$ cat src/rtl/pss_pkg.sv
package pss_pkg;

    localparam int unsigned NUM_STATES = 5;
    localparam int unsigned STATE_W    = 3;

    typedef enum logic [STATE_W-1:0] {
        PS_RESET  = 3'd0,
        PS_EXCEPT = 3'd1,
        PS_EXEC   = 3'd2,
        PS_BUSREL = 3'd3,
        PS_STOP   = 3'd4
    } pstate_e;

    localparam int unsigned VEC_RESET    = 0;
    localparam int unsigned VEC_TRACE    = 1;
    localparam int unsigned VEC_TRAP     = 2;
    localparam int unsigned VEC_IRQ_BASE = 3;

endpackage

$ cat src/rtl/pss_hold_timer.sv
module pss_hold_timer #(
    parameter int unsigned HOLD = 8
) (
    input  logic clk,
    input  logic rst_n,
    input  logic load,
    output logic expired
);
    localparam int unsigned CNT_W = $clog2(HOLD + 1);

    logic [CNT_W-1:0] cnt_d, cnt_q;

    always_comb begin
        cnt_d = cnt_q;
        if (load) begin
            cnt_d = CNT_W'(HOLD - 1);
        end else if (cnt_q != '0) begin
            cnt_d = cnt_q - 1'b1;
        end
    end

    always_ff @(posedge clk or negedge rst_n) begin
        if (!rst_n) begin
            cnt_q <= '0;
        end else begin
            cnt_q <= cnt_d;
        end
    end

    assign expired = (cnt_q == '0);
endmodule

$ cat src/rtl/pss_vector_sel.sv
module pss_vector_sel #(
    parameter int unsigned VEC_W = 4,
    parameter int unsigned SRC_W = 3
) (
    input  logic             stopped,
    input  logic             trace_req,
    input  logic             trap_req,
    input  logic             irq_req,
    input  logic [SRC_W-1:0] irq_src,
    input  logic             wake_evt,
    output logic             take,
    output logic [VEC_W-1:0] idx
);
    import pss_pkg::*;

    logic [VEC_W-1:0] irq_idx;
    assign irq_idx = VEC_W'(VEC_IRQ_BASE) + VEC_W'(irq_src);

    always_comb begin
        take = 1'b0;
        idx  = VEC_W'(VEC_RESET);
        if (stopped) begin
            // only an interrupt or wake-up can leave sleep
            if (irq_req) begin
                take = 1'b1;
                idx  = irq_idx;
            end else if (wake_evt) begin
                take = 1'b1;
                idx  = VEC_W'(VEC_IRQ_BASE);
            end
        end else begin
            if (trace_req) begin
                take = 1'b1;
                idx  = VEC_W'(VEC_TRACE);
            end else if (trap_req) begin
                take = 1'b1;
                idx  = VEC_W'(VEC_TRAP);
            end else if (irq_req) begin
                take = 1'b1;
                idx  = irq_idx;
            end
        end
    end
endmodule

$ cat src/rtl/pss_onehot_dec.sv
module pss_onehot_dec #(
    parameter int unsigned N  = 5,
    parameter int unsigned IW = 3
) (
    input  logic [IW-1:0] sel,
    output logic [N-1:0]  oh
);
    for (genvar g = 0; g < N; g++) begin : g_bit
        assign oh[g] = (sel == IW'(g));
    end
endmodule

$ cat src/rtl/cpu_state_seq.sv
module cpu_state_seq #(
    parameter int unsigned VEC_W    = 4,
    parameter int unsigned SRC_W    = 3,
    parameter int unsigned WDT_HOLD = 8
) (
    input  logic             clk,
    input  logic             rst_pin_n,
    input  logic             wdt_ovf,
    input  logic             trace_req,
    input  logic             trap_req,
    input  logic             irq_req,
    input  logic [SRC_W-1:0] irq_src,
    input  logic             ext_bus_req,
    input  logic             sleep_stb,
    input  logic             stby_in,
    input  logic             wake_evt,
    output logic [4:0]       state_oh,
    output logic             int_mask,
    output logic             vec_stb,
    output logic [VEC_W-1:0] vec_idx,
    output logic             bus_ack,
    output logic             core_halt
);
    import pss_pkg::*;

    typedef struct packed {
        pstate_e          st;
        logic             branch;  // second cycle of exception handling
        logic [VEC_W-1:0] vec;
        logic             stby;    // stop state is hardware standby
        pstate_e          ret;     // state to resume after bus release
    } seq_t;

    seq_t seq_d, seq_q;

    logic             hold_done;
    logic             exc_take;
    logic [VEC_W-1:0] exc_idx;
    logic             in_sleep;

    assign in_sleep = (seq_q.st == PS_STOP) && !seq_q.stby;

    pss_hold_timer #(.HOLD(WDT_HOLD)) u_hold (
        .clk     (clk),
        .rst_n   (rst_pin_n),
        .load    (wdt_ovf),
        .expired (hold_done)
    );

    pss_vector_sel #(.VEC_W(VEC_W), .SRC_W(SRC_W)) u_vsel (
        .stopped   (in_sleep),
        .trace_req (trace_req),
        .trap_req  (trap_req),
        .irq_req   (irq_req),
        .irq_src   (irq_src),
        .wake_evt  (wake_evt),
        .take      (exc_take),
        .idx       (exc_idx)
    );

    always_comb begin
        seq_d = seq_q;
        if (wdt_ovf) begin
            seq_d.st     = PS_RESET;
            seq_d.branch = 1'b0;
            seq_d.stby   = 1'b0;
        end else begin
            unique case (seq_q.st)
                PS_RESET: begin
                    if (hold_done) begin
                        seq_d.st     = PS_EXCEPT;
                        seq_d.branch = 1'b0;
                        seq_d.vec    = VEC_W'(VEC_RESET);
                    end
                end
                PS_EXCEPT: begin
                    if (!seq_q.branch) begin
                        seq_d.branch = 1'b1;
                    end else begin
                        seq_d.st     = PS_EXEC;
                        seq_d.branch = 1'b0;
                    end
                end
                PS_EXEC: begin
                    if (ext_bus_req) begin
                        seq_d.st  = PS_BUSREL;
                        seq_d.ret = PS_EXEC;
                    end else if (exc_take) begin
                        seq_d.st     = PS_EXCEPT;
                        seq_d.branch = 1'b0;
                        seq_d.vec    = exc_idx;
                    end else if (sleep_stb || stby_in) begin
                        seq_d.st   = PS_STOP;
                        seq_d.stby = stby_in;
                    end
                end
                PS_BUSREL: begin
                    if (!ext_bus_req) begin
                        seq_d.st = seq_q.ret;
                    end
                end
                PS_STOP: begin
                    if (!seq_q.stby) begin
                        if (ext_bus_req) begin
                            seq_d.st  = PS_BUSREL;
                            seq_d.ret = PS_STOP;
                        end else if (exc_take) begin
                            seq_d.st     = PS_EXCEPT;
                            seq_d.branch = 1'b0;
                            seq_d.vec    = exc_idx;
                        end else if (stby_in) begin
                            seq_d.stby = 1'b1;
                        end
                    end
                end
                default: begin
                    seq_d.st = PS_RESET;
                end
            endcase
        end
    end

    always_ff @(posedge clk or negedge rst_pin_n) begin
        if (!rst_pin_n) begin
            seq_q.st     <= PS_RESET;
            seq_q.branch <= 1'b0;
            seq_q.vec    <= VEC_W'(VEC_RESET);
            seq_q.stby   <= 1'b0;
            seq_q.ret    <= PS_EXEC;
        end else begin
            seq_q <= seq_d;
        end
    end

    pss_onehot_dec #(.N(NUM_STATES), .IW(STATE_W)) u_dec (
        .sel (seq_q.st),
        .oh  (state_oh)
    );

    assign int_mask  = (seq_q.st == PS_RESET) || (seq_q.st == PS_EXCEPT);
    assign vec_stb   = (seq_q.st == PS_EXCEPT) && !seq_q.branch;
    assign vec_idx   = seq_q.vec;
    assign bus_ack   = (seq_q.st == PS_BUSREL);
    assign core_halt = (seq_q.st == PS_RESET) || (seq_q.st == PS_BUSREL) ||
                       (seq_q.st == PS_STOP);
endmodule

$ cat config.mk
export PLATFORM = sky130hd
export DESIGN_NAME = cpu_state_seq
export DESIGN_NICKNAME = d
export VERILOG_FILES = /design/src/rtl/pss_pkg.sv /design/src/rtl/pss_hold_timer.sv /design/src/rtl/pss_vector_sel.sv /design/src/rtl/pss_onehot_dec.sv /design/src/rtl/cpu_state_seq.sv
export SDC_FILE = /design/constraint.sdc
export NUM_CORES = 1
export LEC_CHECK = 0
export ABC_AREA = 1
export BUFFER_PORTS_ARGS = -buffer_cell sky130_fd_sc_hd__clkbuf_2
export CORE_ASPECT_RATIO = 1.4
export CORE_MARGIN = 3
export CORE_UTILIZATION = 48
export CTS_BUF_LIST = sky130_fd_sc_hd__clkbuf_16
export CTS_CLUSTER_SIZE = 30
export DETAILED_ROUTE_END_ITERATION = 12
export PLACE_DENSITY = 0.81
export SLEW_MARGIN = 20
export SYNTH_ARGS = -nofsm -noshare
export SYNTH_HDL_FRONTEND = slang
export SYNTH_SLANG_ARGS = --single-unit
$ cat constraint.sdc
create_clock -name clk -period 1.4 [get_ports clk]
set_clock_uncertainty 0.2 [all_clocks]
set_input_delay 0.14 -clock clk [delete_from_list [all_inputs] [get_ports clk]]
set_output_delay 0.14 -clock clk [all_outputs]
set_load 0.1 [all_outputs]
# == After elaboration in Yosys (flattened, before gate mapping) ==
# Cells that the tools add are included.
# Widths: inputs -> output; s select.
# word_totals
register_bits,16
in_bits,13
output_inout_bits,13
elab_cells,93
# classes
add_sub_neg,2
eq_ne,24
muxes,39
bitwise,1
reduce_logical,21
# ops
operator,count
$mux 4,8
$mux 3,8
$mux 8,2
$ne 3x2->1 const B,5
$ne 3x3->1 const B,5
$pmux 3 s5,1
$mux 1,12
$mux 12,1
$mux 6,2
$pmux 4 s3,1
$ne 2x2->1 const B,5
$pmux 4 s2,1
$reduce_and 8->1,1
$reduce_and 7->1,1
$eq 3x2->1 const B,2
$ne 2x1->1 const B,3
$reduce_and 6->1,1
$reduce_bool 3->1,2
$mux 5,1
$ne 5x3->1 const B,1
$reduce_and 5->1,1
$reduce_bool 5->1,1
$add 2x3->4 const A,1
$logic_not 4->1,1
14 further kinds,20

# == Longest topological paths before layout ==
# Gate-level depths: netlist of the first run.
# logic_depth
word_depth,10
mapped_depth,11

# == Cells and area by module ==
# A second synthesis of the first run with hierarchy kept.
# unflattened
hier_cells,231
hier_area_um2,1371.3
# by_module_without_submodules
module,n_inst,cells_per_inst,area_each_um2,seq_area_each_um2
cpu_state_seq,1,153,950.9,276.5
pss_hold_timer,1,31,229.0,100.1
pss_vector_sel,1,36,150.1,0.0
pss_onehot_dec,1,11,41.3,0.0

# == Least setup slack after synthesis of the first run ==
# Ideal clock, no wire load.
# synth_path
kind,register to register
startpoint,reg seq_q[11] in the netlist's numbering
endpoint,reg seq_q[8] in the netlist's numbering
setup_ns,0.063
t_arrival_ns,2.927
slack_ns,-1.790
path_stages_with_launch,9
period_less_slack_ns,3.190
cell_sequence,dfrtp_1 -> buf_6 -> nor3_2 -> nand2_1 -> inv_1 -> nand2_1 -> nand4_1 -> nand2_1 -> inv_1
# synth_between
elab_cells_between_ends,16
# synth_lines
element,line_no,rtl
"start, declared",cpu_state_seq.sv:34,"seq_t seq_d, seq_q;"
"start signal, assigned",cpu_state_seq.sv:131,seq_q <= seq_d;
$eq 3x1->1 *,--,
named net state_oh[1],cpu_state_seq.sv:17,"output logic [4:0] state_oh,"
$reduce_bool 5->1 (no source line) or $pmux 1 s4 (tied branches),--,
$reduce_and 7->1 (no source line) or $mux 4 (tied branches),--,
# Mark *: on every way through the listed nets, which the timed path passes. The rest lies on a longest branch.
# A chain may end at the register's enable or synchronous reset.

# == Final worst setup path of the first run ==
# layout_path
startpoint,reg seq_q[11] in the netlist's numbering
endpoint,out vec_stb
# layout_between
elab_chain_len,2
# layout_lines
element,line_no,rtl
$eq 3x1->1,cpu_state_seq.sv:141,assign vec_stb = (seq_q.st == PS_EXCEPT) && !seq_q.branch;
$logic_and 1x1->1,cpu_state_seq.sv:141,
"end, declared",cpu_state_seq.sv:19,"output logic vec_stb,"
# No other way between the ends.

==> parameters.txt, run 1 <==
Parameter                              Value

STA
  Worst slew pin tran    0.561 ns
  Share of the clock period used by the worst path after layout    1.30
  Fin crit period    1.82 ns
  Worst slew margin    0.622
  Final Hold Vio Count    0
  Worst Slack Setup Final    -0.416 ns
  Setup-violating endpoint count in the final report    20
  Pins Over Slew Limit    0
  Fin Hold WS    0.0434 ns
  Setup repair after global routing missed its margin    true
  Highest Clock Rate    551 MHz

Route
  Via count    1507
  Number of iterations in the first detailed-routing pass    4
  Starting DRC count in detailed routing    74
  Post-detailed-route count of antenna-violating nets    0
  Routed wirelength normalized by instance count    18.5 um
  DR vias/cell    5.64
  Post-route DRC    0
  WL final    4930 um

Worst setup path
  CP required    1.06 ns
  CP max FO    4
  Kind of start point of the critical path    register
  Count of cells along the worst register-to-register path    10
  Startpoint-to-endpoint class of the critical path    register to output pin
  Endpoint arrival time on the critical path    1.48 ns
  Worst Setup End Kind    output pin

Global routing
  Total routing usage reported by global routing    0.296
  Maximum number of pins on one net before global-route repair    16
  Vias in the first global route    1539
  Initial antenna violation count    0
  Overflow left after global routing    0
  First-pass GRT wire length    7150 um

Yosys
  Synth Area per Inst    7.15 um^2
  Proportion of synthesized area in mux cells    0
  Post-synthesis share of cell area spent on full adders, half adders and majority gates    0.0205
  Post-synthesis register bit count    15
  Share of the yosys chip area belonging to registers    0.308
  Count of yosys warnings during synthesis    0
  Largest cells by area after synthesis    sky130_fd_sc_hd__dfrtp_1 (29%), sky130_fd_sc_hd__nand2_1 (13%), sky130_fd_sc_hd__inv_1 (8.0%)
  Xor/xnor cell area share of the yosys netlist    0.0143
  Number of library cell types mapped by synthesis    31
  Cell type contributing the most total cell area after synthesis    sky130_fd_sc_hd__dfrtp_1
  Synth Flop Type    sky130_fd_sc_hd__dfrtp_1
  Synth Area in Compound Gates    0.108
  Dominant combinational cell family by area after synthesis    simple AND/OR/NAND/NOR gates
  Number of flops mapped to enable cells by yosys    0
  Synthesized instance count    171
  Proportion of netlist area held by the largest area contributor    0.287
  Leading cell types by count after synthesis    sky130_fd_sc_hd__nand2_1 (41), sky130_fd_sc_hd__inv_1 (26), sky130_fd_sc_hd__nand3_1 (19), sky130_fd_sc_hd__dfrtp_1 (14), sky130_fd_sc_hd__nor2_1 (8)
  Synthesized Nets    186
  Cell area after synthesis    0.00122 mm^2
  Post-Synth Simple-Gate Area    0.407
  Count leader, synth    sky130_fd_sc_hd__nand2_1
  Asr flop ratio synth    1.00

Job
  Max cap viols    0

Die
  Initial standard-cell utilization of the core    0.506
  Number of top-level pins    26
  Floorplan die area    0.00320 mm^2
  Die boundary width    48.7 um
  Placement Rows    21
  Core area    0.00242 mm^2
  Vertical die dimension    65.7 um

Placement
  Estimated wirelength of the detail-placed design    2690 um
  Port Buffers    25
  Post-placement cell area    0.00180 mm^2
  Routability Congestion    0.910
  Cell count after placement    249

Layout
  Net count of the finished layout    249
  Post-Layout Inst Area    0.00219 mm^2
  Post-route non-filler standard cell count    267
  Area growth from synthesis to final layout    78.9%
  Footprint of the multi-input gates    867 um^2
  Total of fill cells in the finished design    110
  Util after Layout    0.905
  Number of antenna diodes    0
  Layout cells sized above 1    0.541
  Register area    379 um^2

Clocking
  Post-CTS clock slew at the launch and capture registers of the worst setup and hold paths    0.05 ns
  H-Tree Depth    1
  Clock tree from TritonCTS    built
  CTS max path bufs    2
  Sink Count    15
  Insertion delay to the later sink of the worst-skew pair    0.25 ns
  Number of buffers created by CTS    3
  Clock tree root buffer cell    sky130_fd_sc_hd__clkbuf_16

Outcome
  Violated checks    negative setup slack
  Result of the run    finished with violations

Min path
  Min-Delay Path Depth    5
  Type of the most critical hold path    primary input to register

Pwr
  Leakage power summed over all cells    1.01 nW
  Maximum resistive drop on vdd    1000 uV
  Power density over the cells    1260 mW/mm^2
## area by class of cell
cell class	count	area share
Multi-Input combinational cell	118	0.396
Timing Repair Buffer	65	0.305
Sequential cell	15	0.173
Inverter	31	0.0686
Clock buffer	3	0.0343
Tap cell	34	0.0195
Clock inverter	1	0.00229
## repair_timing
action	4_1_cts	5_1_grt
hold buffers	2	0
gates cloned	0	0
endpoints found under the setup margin	23	22
gates resized for setup	34	16
endpoints found under the hold margin	17	0
pin swaps	20	14
setup buffers	10	2
## path summary, 6_finish.rpt
| kind | start | to | slack, ns |
|---|---|---|---|
| setup / recovery | seq_q[11] | vec_stb | -0.42 |
| hold / removal | irq_src[2] | vec_idx[3] | 0.04 |
| setup reg to reg | seq_q[11] | seq_q[11] | -0.41 |
| hold reg to reg | seq_q[1] | seq_q[1] | 0.33 |
| max in group asynchronous | rst_pin_n | seq_q[1] | 0.52 |
| min in group asynchronous | rst_pin_n | seq_q[11] | 0.16 |
## sequential cells by signal, summed over array words and instances, names as in the netlist
| signal | cells |
|---|---|
| u_hold.cnt_q | 4 |
| seq_q | 7 |
| vec_idx | 4 |
## cell usage in the layout (no fill, tap or decap), types with 3 or more instances in the layout
cell / synthesis / final
sky130_fd_sc_hd__nand2_1: 41 / 29
sky130_fd_sc_hd__buf_4: 5 / 29
sky130_fd_sc_hd__inv_1: 26 / 21
sky130_fd_sc_hd__nand3_1: 19 / 14
sky130_fd_sc_hd__buf_12: 0 / 14
sky130_fd_sc_hd__nand2_2: 4 / 12
sky130_fd_sc_hd__clkbuf_2: 0 / 12
sky130_fd_sc_hd__dfrtp_1: 14 / 12
sky130_fd_sc_hd__buf_6: 1 / 8
sky130_fd_sc_hd__nor2_4: 3 / 6
sky130_fd_sc_hd__nor2_1: 8 / 6
sky130_fd_sc_hd__nand3_4: 2 / 5
sky130_fd_sc_hd__inv_2: 4 / 5
sky130_fd_sc_hd__nand3_2: 3 / 5
sky130_fd_sc_hd__nand2_4: 2 / 5
sky130_fd_sc_hd__a21oi_1: 6 / 4
sky130_fd_sc_hd__o211ai_1: 4 / 4
sky130_fd_sc_hd__o21ai_1: 4 / 4
sky130_fd_sc_hd__o21ai_0: 7 / 4
sky130_fd_sc_hd__clkbuf_16: 0 / 3
## power breakdown
part	total, mW	leakage, nW	switching, mW	internal (mW)
logic	1.65	0.775	1.03	0.623
registers	0.516	0.190	0.0393	0.477
clock network	0.587	0.0409	0.204	0.383
## logic make-up (layout without fill, tap and decap cells)
kind of cell | Yosys count | count (layout)
AOI/OAI and AO/OA | 23 | 23
buffers and inverters | 38 | 100
xor gates and xnor gates | 2 | 2
adders and majority gates | 2 | 2
DFF | 15 | 15
and+or+nand+nor | 91 | 91
## through the flow
step / power, mW / worst slack [ns] / TNS [ns]
after floorplan: 1.36 / -1.02 / -8.83
after global placement: 1.82 / -0.227 / -2.29
after detailed placement: 1.85 / -0.244 / -2.88
after CTS: 2.61 / -0.391 / -5.82
after global routing: 2.85 / -0.496 / -8.22
final: 2.75 / -0.416 / -7.00
## layer usage
| layer | vias to the layer above | GRT usage | wire length, um |
|---|---|---|---|
| li1 | 673 | - | - |
| met1 | 717 | 0.308 | 1730 |
| met2 | 89 | 0.566 | 2630 |
| met3 | 28 | 0.0385 | 295 |
| met4 | 0 | 0.160 | 273 |
| met5 | - | 0 | 0 |
## worst max-delay path, stage by stage (launching register included)
cell and delay, ns:
sky130_fd_sc_hd__dfrtp_1 0.41, sky130_fd_sc_hd__buf_6 0.15, sky130_fd_sc_hd__nor3_4 0.26, sky130_fd_sc_hd__nand2_2 0.12
sky130_fd_sc_hd__clkinvlp_4 0.11, sky130_fd_sc_hd__buf_12 0.17
No activity file was read; power rests on OpenSTA's default activity.
==> run 2: changes to the inputs <==
--- a/config.mk
+++ b/config.mk
@@ -14,6 +14,7 @@
 export CTS_CLUSTER_SIZE = 30
 export DETAILED_ROUTE_END_ITERATION = 12
 export PLACE_DENSITY = 0.81
+export REMOVE_ABC_BUFFERS = 1
 export SLEW_MARGIN = 20
 export SYNTH_ARGS = -nofsm -noshare
 export SYNTH_HDL_FRONTEND = slang
==> run 2 against run 1 <==
  * The flow still finishes with violations (negative setup slack)
  * Utilization decreased by 9.1 points
  * Hold slack better by 0.0013 ns
  * Final cell count shrank 3.4%
  * First-iteration DRC count fell by 27%
  * Via count fell by 12%
  * Sequential share of layout area increased by 1.9 points
  * Worst setup slack better by 0.070 ns
  * Register-to-register slack better by 0.11 ns
  * Final area decreased by 10%
  * Critical endpoint is now state_oh[4]
  * Largest power group unchanged
  * Highest routed layer unchanged
==> parameters.txt, run 2 (synthesized netlist as in run 1, its figures left out) <==
Parameter                              Value

Global routing
  First-pass GRT wire length    5680 um (-21%)
  Total routing usage reported by global routing    0.231 (-0.0650)
  Maximum number of pins on one net before global-route repair    16 (unchanged)
  Overflow left after global routing    0 (unchanged)
  Initial antenna violation count    0 (unchanged)
  Vias in the first global route    1393 (-9.5%)

Layout
  Commonest cells after routing, fill and taps aside    sky130_fd_sc_hd__nand2_1 (36), sky130_fd_sc_hd__buf_4 (25), sky130_fd_sc_hd__inv_1 (22)
  Area growth from synthesis to final layout    61.0%
  Largest reg by FF count    seq_q
  Net count of the finished layout    240 (-3.6%)
  Flip-flop count of the largest register, all copies and words added    7 (unchanged)
  Most common cell after layout, fill and taps aside    sky130_fd_sc_hd__nand2_1
  Post-Layout Inst Area    0.00197 mm^2 (-10%)
  Number of antenna diodes    0 (unchanged)
  Total of fill cells in the finished design    157 (+43%)
  Layout cells sized above 1    0.464 (-0.0765)

Die
  Number of top-level pins    26 (unchanged)
  Placement Rows    21 (unchanged)
  Die boundary width    48.7 um (unchanged)
  Floorplan die area    0.00320 mm^2 (unchanged)
  Vertical die dimension    65.7 um (unchanged)
  Initial standard-cell utilization of the core    0.506 (unchanged)
  Core area    0.00242 mm^2 (unchanged)

Worst setup path
  Endpoint arrival time on the critical path    1.41 ns (-0.07 ns)
  Startpoint-to-endpoint class of the critical path    register to output pin
  Worst Setup End Kind    output pin
  CP required    1.06 ns (about the same)
  Kind of start point of the critical path    register
  CP max FO    4 (unchanged)

Pwr
  Sum of internal, switching and leakage power    2.56 mW (-6.9%)
  Maximum resistive drop on vdd    816 uV (-19%)
  Power density over the cells    1300 mW/mm^2 (+3.5%)
  Leakage power summed over all cells    0.942 nW (-6.4%)

Route
  Post-route DRC    0 (unchanged)
  Starting DRC count in detailed routing    54 (-27%)
  Post-detailed-route count of antenna-violating nets    0 (unchanged)
  Via count    1330 (-12%)
  WL final    3450 um (-30%)
  Number of iterations in the first detailed-routing pass    4 (unchanged)
  DR vias/cell    5.16 (-8.7%)
  Routed wirelength normalized by instance count    13.4 um (-28%)

STA
  Setup repair after global routing missed its margin    true
  Fin crit period    1.75 ns (-0.0702 ns)
  Worst Slack Setup Final    -0.346 ns (+0.0702 ns)
  Worst slew pin tran    0.422 ns (-0.138 ns)
  Pins Over Slew Limit    0 (unchanged)
  Setup-violating endpoint count in the final report    20 (unchanged)
  Highest Clock Rate    573 MHz (+4.0%)
  Share of the clock period used by the worst path after layout    1.25 (-0.0501)
  Final Hold Vio Count    0 (unchanged)
  Worst slew margin    0.719 (+0.0962)

Outcome
  Result of the run    finished with violations
  Violated checks    negative setup slack

Clocking
  H-Tree Depth    1 (unchanged)
  Number of buffers created by CTS    3 (unchanged)
  Sink Count    15 (unchanged)
  Insertion delay to the later sink of the worst-skew pair    0.25 ns (about the same)
  Post-CTS clock slew at the launch and capture registers of the worst setup and hold paths    0.05 ns (about the same)
  Clock tree root buffer cell    sky130_fd_sc_hd__clkbuf_16
  CTS max path bufs    2 (unchanged)
  Clock tree from TritonCTS    built

Placement
  Routability Congestion    0.903 (-0.78%)
  Post-placement cell area    0.00171 mm^2 (-5.1%)
  Estimated wirelength of the detail-placed design    2440 um (-9.2%)
  Port Buffers    25 (unchanged)

Min path
  Type of the most critical hold path    primary input to register

Job
  Max cap viols    0 (unchanged)
-- run 2: changes by cell type in the layout (fill, tap and decap cells not counted), sizes merged --
cell      previous run  this run
inv                 30        31
clkinvlp             1         0
buf                 51        42
-- run 2: worst paths after layout --
kind,startpoint,to,slack [ns],depth (start not counted)
setup / recovery,seq_q[9],state_oh[4],-0.35,5
hold / removal,stby_in,seq_q[3],0.04,5
setup reg to reg,seq_q[9],vec_idx[2],-0.30,8
hold reg to reg,seq_q[1],seq_q[1],0.27,2
max in group asynchronous,rst_pin_n,seq_q[1],0.52,2
min in group asynchronous,rst_pin_n,seq_q[3],0.16,2
-- run 2: layer usage --
| metal | GRT usage | vias to the layer above | part of all wire |
|---|---|---|---|
| met2 | 0.446 | 40 | 0.55 |
| met4 | 0.110 | 0 | 0.025 |
| met3 | 0.0272 | 7 | 0.032 |
| met5 | 0 | - | 0 |
| li1 | - | 651 | - |
| met1 | 0.245 | 632 | 0.40 |
-- run 2: worst max-delay path, stage by stage, from the launching register on --
cell                      delay, ns
sky130_fd_sc_hd__dfrtp_2       0.45
sky130_fd_sc_hd__nor2_4        0.22
sky130_fd_sc_hd__nand2_4       0.11
sky130_fd_sc_hd__inv_6         0.09
sky130_fd_sc_hd__buf_6         0.11
sky130_fd_sc_hd__buf_12        0.16
-- run 2: per-stage QoR --
step                      std cells  hold slack [ns]  utilization  TNS, ns  setup slack (ns)
after floorplan                 164           -0.356            -   -17.17             -1.86
after global placement          247           -0.121        0.708    -2.64            -0.212
after detailed placement        247           -0.112        0.708    -3.59            -0.284
after CTS                       255           0.0389        0.783    -4.88            -0.311
after global routing            258           0.0620        0.814    -6.62            -0.393
final                           258           0.0447        0.814    -5.29            -0.346
-- run 2: area by class of cell --
type | count | area (um^2) | area share
inverter | 31 | 124 | 0.0629
sequential | 15 | 379 | 0.193
multi-input combinational | 118 | 769 | 0.391
timing repair buffer | 56 | 573 | 0.291
tap | 34 | 42.5 | 0.0216
clock buffer | 3 | 75.1 | 0.0381
clock inverter | 1 | 5.00 | 0.00254
-- run 2: power by group --
| group | total [mW] | switching [mW] | internal, mW |
|---|---|---|---|
| Sequential | 0.513 | 0.0369 | 0.476 |
| Combinational | 1.47 | 0.894 | 0.572 |
| Clock | 0.585 | 0.202 | 0.383 |
-- run 2: repair_timing --
| action | 4_1_cts | 5_1_grt |
|---|---|---|
| pin swaps | 5 | 7 |
| endpoints found under the setup margin | 22 | 22 |
| endpoints found under the hold margin | 17 | 0 |
| setup buffers | 2 | 3 |
| gates resized for setup | 19 | 18 |
| hold buffers | 2 | 0 |
==> run 3: changes to the inputs <==
--- a/config.mk
+++ b/config.mk
@@ -10,7 +10,6 @@
 export CORE_ASPECT_RATIO = 1.4
 export CORE_MARGIN = 3
 export CORE_UTILIZATION = 48
-export CTS_BUF_LIST = sky130_fd_sc_hd__clkbuf_16
 export CTS_CLUSTER_SIZE = 30
 export DETAILED_ROUTE_END_ITERATION = 12
 export PLACE_DENSITY = 0.81
==> run 3 against run 2 <==
  * The run still ends with negative setup slack left
  * Sequential share of layout area is 1.9 points lower
  * Clock power fell by 50%
  * Utilization is 8.8 points higher
  * Largest cell class unchanged
  * Final area rose by 11%
==> parameters.txt, run 3 (synthesized netlist as in run 1, its figures left out) <==
Parameter                              Value

Clocking
  Post-CTS clock slew at the launch and capture registers of the worst setup and hold paths    0.11 ns (+0.06 ns)
  Clock tree root buffer cell    sky130_fd_sc_hd__clkbuf_4
  Clock tree from TritonCTS    built
  Insertion delay to the later sink of the worst-skew pair    0.31 ns (+0.06 ns)
  Number of buffers created by CTS    3 (unchanged)
  H-Tree Depth    1 (unchanged)
  CTS max path bufs    2 (unchanged)
  Sink Count    15 (unchanged)

STA
  Worst slew pin tran    0.429 ns (+0.00654 ns)
  Share of the clock period used by the worst path after layout    1.30 (+0.0558)
  Worst Slack Setup Final    -0.424 ns (-0.0781 ns)
  Final-layout setup total negative slack    -7.49 ns (-2.20 ns)
  Final Hold Vio Count    0 (unchanged)
  Fin crit period    1.82 ns (+0.0781 ns)
  Setup-violating endpoint count in the final report    20 (unchanged)
  Highest Clock Rate    548 MHz (-4.3%)
  Worst slew margin    0.714 (-0.00436)
  Setup repair after global routing missed its margin    true
  Pins Over Slew Limit    0 (unchanged)

Route
  DR vias/cell    5.68 (+10%)
  Post-route DRC    0 (unchanged)
  Starting DRC count in detailed routing    102 (+89%)
  Post-detailed-route count of antenna-violating nets    0 (unchanged)
  Routed wirelength normalized by instance count    17.7 um (+32%)
  Via count    1573 (+18%)
  WL final    4900 um (+42%)
  Number of iterations in the first detailed-routing pass    4 (unchanged)

Placement
  Post-placement cell area    0.00171 mm^2 (unchanged)
  Routability Congestion    0.903 (unchanged)
  Estimated wirelength of the detail-placed design    2440 um (unchanged)
  Port Buffers    25 (unchanged)

Outcome
  Result of the run    finished with violations
  Violated checks    negative setup slack

Job
  Max cap viols    0 (unchanged)

Min path
  Type of the most critical hold path    primary input to asynchronous set/reset pin

Die
  Die boundary width    48.7 um (unchanged)
  Core area    0.00242 mm^2 (unchanged)
  Number of top-level pins    26 (unchanged)
  Vertical die dimension    65.7 um (unchanged)
  Initial standard-cell utilization of the core    0.506 (unchanged)
  Floorplan die area    0.00320 mm^2 (unchanged)
  Placement Rows    21 (unchanged)

Layout
  Net count of the finished layout    259 (+7.9%)
  Number of antenna diodes    0 (unchanged)
  Largest reg by FF count    seq_q
  Area growth from synthesis to final layout    78.4%
  Layout cells sized above 1    0.564 (+0.0995)
  Flip-flop count of the largest register, all copies and words added    7 (unchanged)
  Commonest cells after routing, fill and taps aside    sky130_fd_sc_hd__buf_4 (32), sky130_fd_sc_hd__nand2_1 (28), sky130_fd_sc_hd__inv_1 (17)
  Post-Layout Inst Area    0.00218 mm^2 (+11%)
  Most common cell after layout, fill and taps aside    sky130_fd_sc_hd__buf_4

Worst setup path
  Kind of start point of the critical path    register
  CP max FO    4 (unchanged)
  Startpoint-to-endpoint class of the critical path    register to output pin
  Origin of the critical flop-to-flop path    seq_q[10]
  CP required    1.06 ns (about the same)
  Worst Setup End Kind    output pin
  Count of cells along the worst register-to-register path    8 (unchanged)
  Endpoint arrival time on the critical path    1.48 ns (+0.07 ns)
  Internal reg-to-reg setup slack    -0.42 ns (-0.12 ns)
  Terminus of the critical flop-to-flop path    vec_idx[3]

Pwr
  Combinational share of power    0.667 (+0.095)
  Switching share of power    0.496 (+0.0544)
  Power density over the cells    1120 mW/mm^2 (-14%)
  P_int    1.23 mW (-14%)
  Net switching component of the power    1.21 mW (+6.8%)
  Sum of internal, switching and leakage power    2.44 mW (-4.9%)
  Leakage power summed over all cells    1.03 nW (+9.5%)
  Seq pwr share    0.213 (+0.013)
  Clock network fraction of total power    0.121 (-0.107)
  Maximum resistive drop on vdd    789 uV (-3.4%)

Global routing
  Total routing usage reported by global routing    0.278 (+0.0474)
  Maximum number of pins on one net before global-route repair    16 (unchanged)
  Overflow left after global routing    0 (unchanged)
  Initial antenna violation count    0 (unchanged)
  Vias in the first global route    1579 (+13%)
  First-pass GRT wire length    6800 um (+20%)
-- run 3: what timing repair did --
action | CTS | global route
resized for setup | 38 | 35
setup endpoints to repair | 22 | 22
hold buffers | 4 | 0
pin swaps | 14 | 13
gates cloned | 0 | 0
buffers inserted | 13 | 9
endpoints found under the hold margin | 21 | 0
-- run 3: power groups by stage --
| stage | registers, mW | logic, mW | clock network [mW] |
|---|---|---|---|
| 2_1_floorplan | 0.510 | 0.789 | 0 |
| 5_1_grt | 0.522 | 1.69 | 0.304 |
| 4_1_cts | 0.508 | 1.45 | 0.282 |
| 3_5_place_dp | 0.512 | 1.27 | 0 |
| 6_report | 0.519 | 1.63 | 0.295 |
| 3_3_place_gp | 0.510 | 1.25 | 0 |
-- run 3: through the flow --
stage	worst slack [ns]	hold slack [ns]	cells	util
final	-0.424	0.0780	277	0.902
after global routing	-0.497	0.108	277	0.902
after CTS	-0.388	0.0281	268	0.829
after detailed placement	-0.284	-0.112	247	0.708
after global placement	-0.212	-0.121	247	0.708
after floorplan	-1.86	-0.356	164	-
-- run 3: final cells by class --
class / instances / area (um^2)
Multi-Input combinational cell: 118 / 845
Sequential cell: 15 / 379
Tap cell: 34 / 42.5
Clock inverter: 1 / 5.00
Fill cell: 110 / 236
Inverter: 31 / 129
Clock buffer: 3 / 22.5
Timing Repair Buffer: 75 / 758
-- run 3: how the worst max path moves through the flow --
| stage | start | endpoint | slack (ns) | cells past startpoint |
|---|---|---|---|---|
| floorplan | seq_q[11] | seq_q[8] | -1.86 | 7 |
| CTS | seq_q[11] | vec_stb | -0.39 | 5 |
| finish | seq_q[11] | vec_stb | -0.42 | 5 |
| global route | seq_q[9] | vec_idx[3] | -0.50 | 8 |
| global placement | u_hold.cnt_q[0] | vec_idx[1] | -0.21 | 9 |
| detailed placement | seq_q[10] | vec_idx[0] | -0.28 | 6 |
-- run 3: layer usage --
| metal | share of wire | GRT usage | up-vias | wire, um |
|---|---|---|---|---|
| li1 | - | - | 691 | - |
| met1 | 0.34 | 0.269 | 749 | 1680 |
| met2 | 0.54 | 0.531 | 100 | 2620 |
| met3 | 0.058 | 0.0454 | 33 | 286 |
| met4 | 0.063 | 0.192 | 0 | 309 |
| met5 | 0 | 0 | - | 0 |
-- run 3: worst max-delay path, stage by stage, from the launching register on --
cell and delay (ns):
sky130_fd_sc_hd__dfrtp_1 0.43, sky130_fd_sc_hd__buf_6 0.15, sky130_fd_sc_hd__nor3_4 0.22, sky130_fd_sc_hd__nand2_2 0.09, sky130_fd_sc_hd__inv_2 0.10, sky130_fd_sc_hd__buf_12 0.18
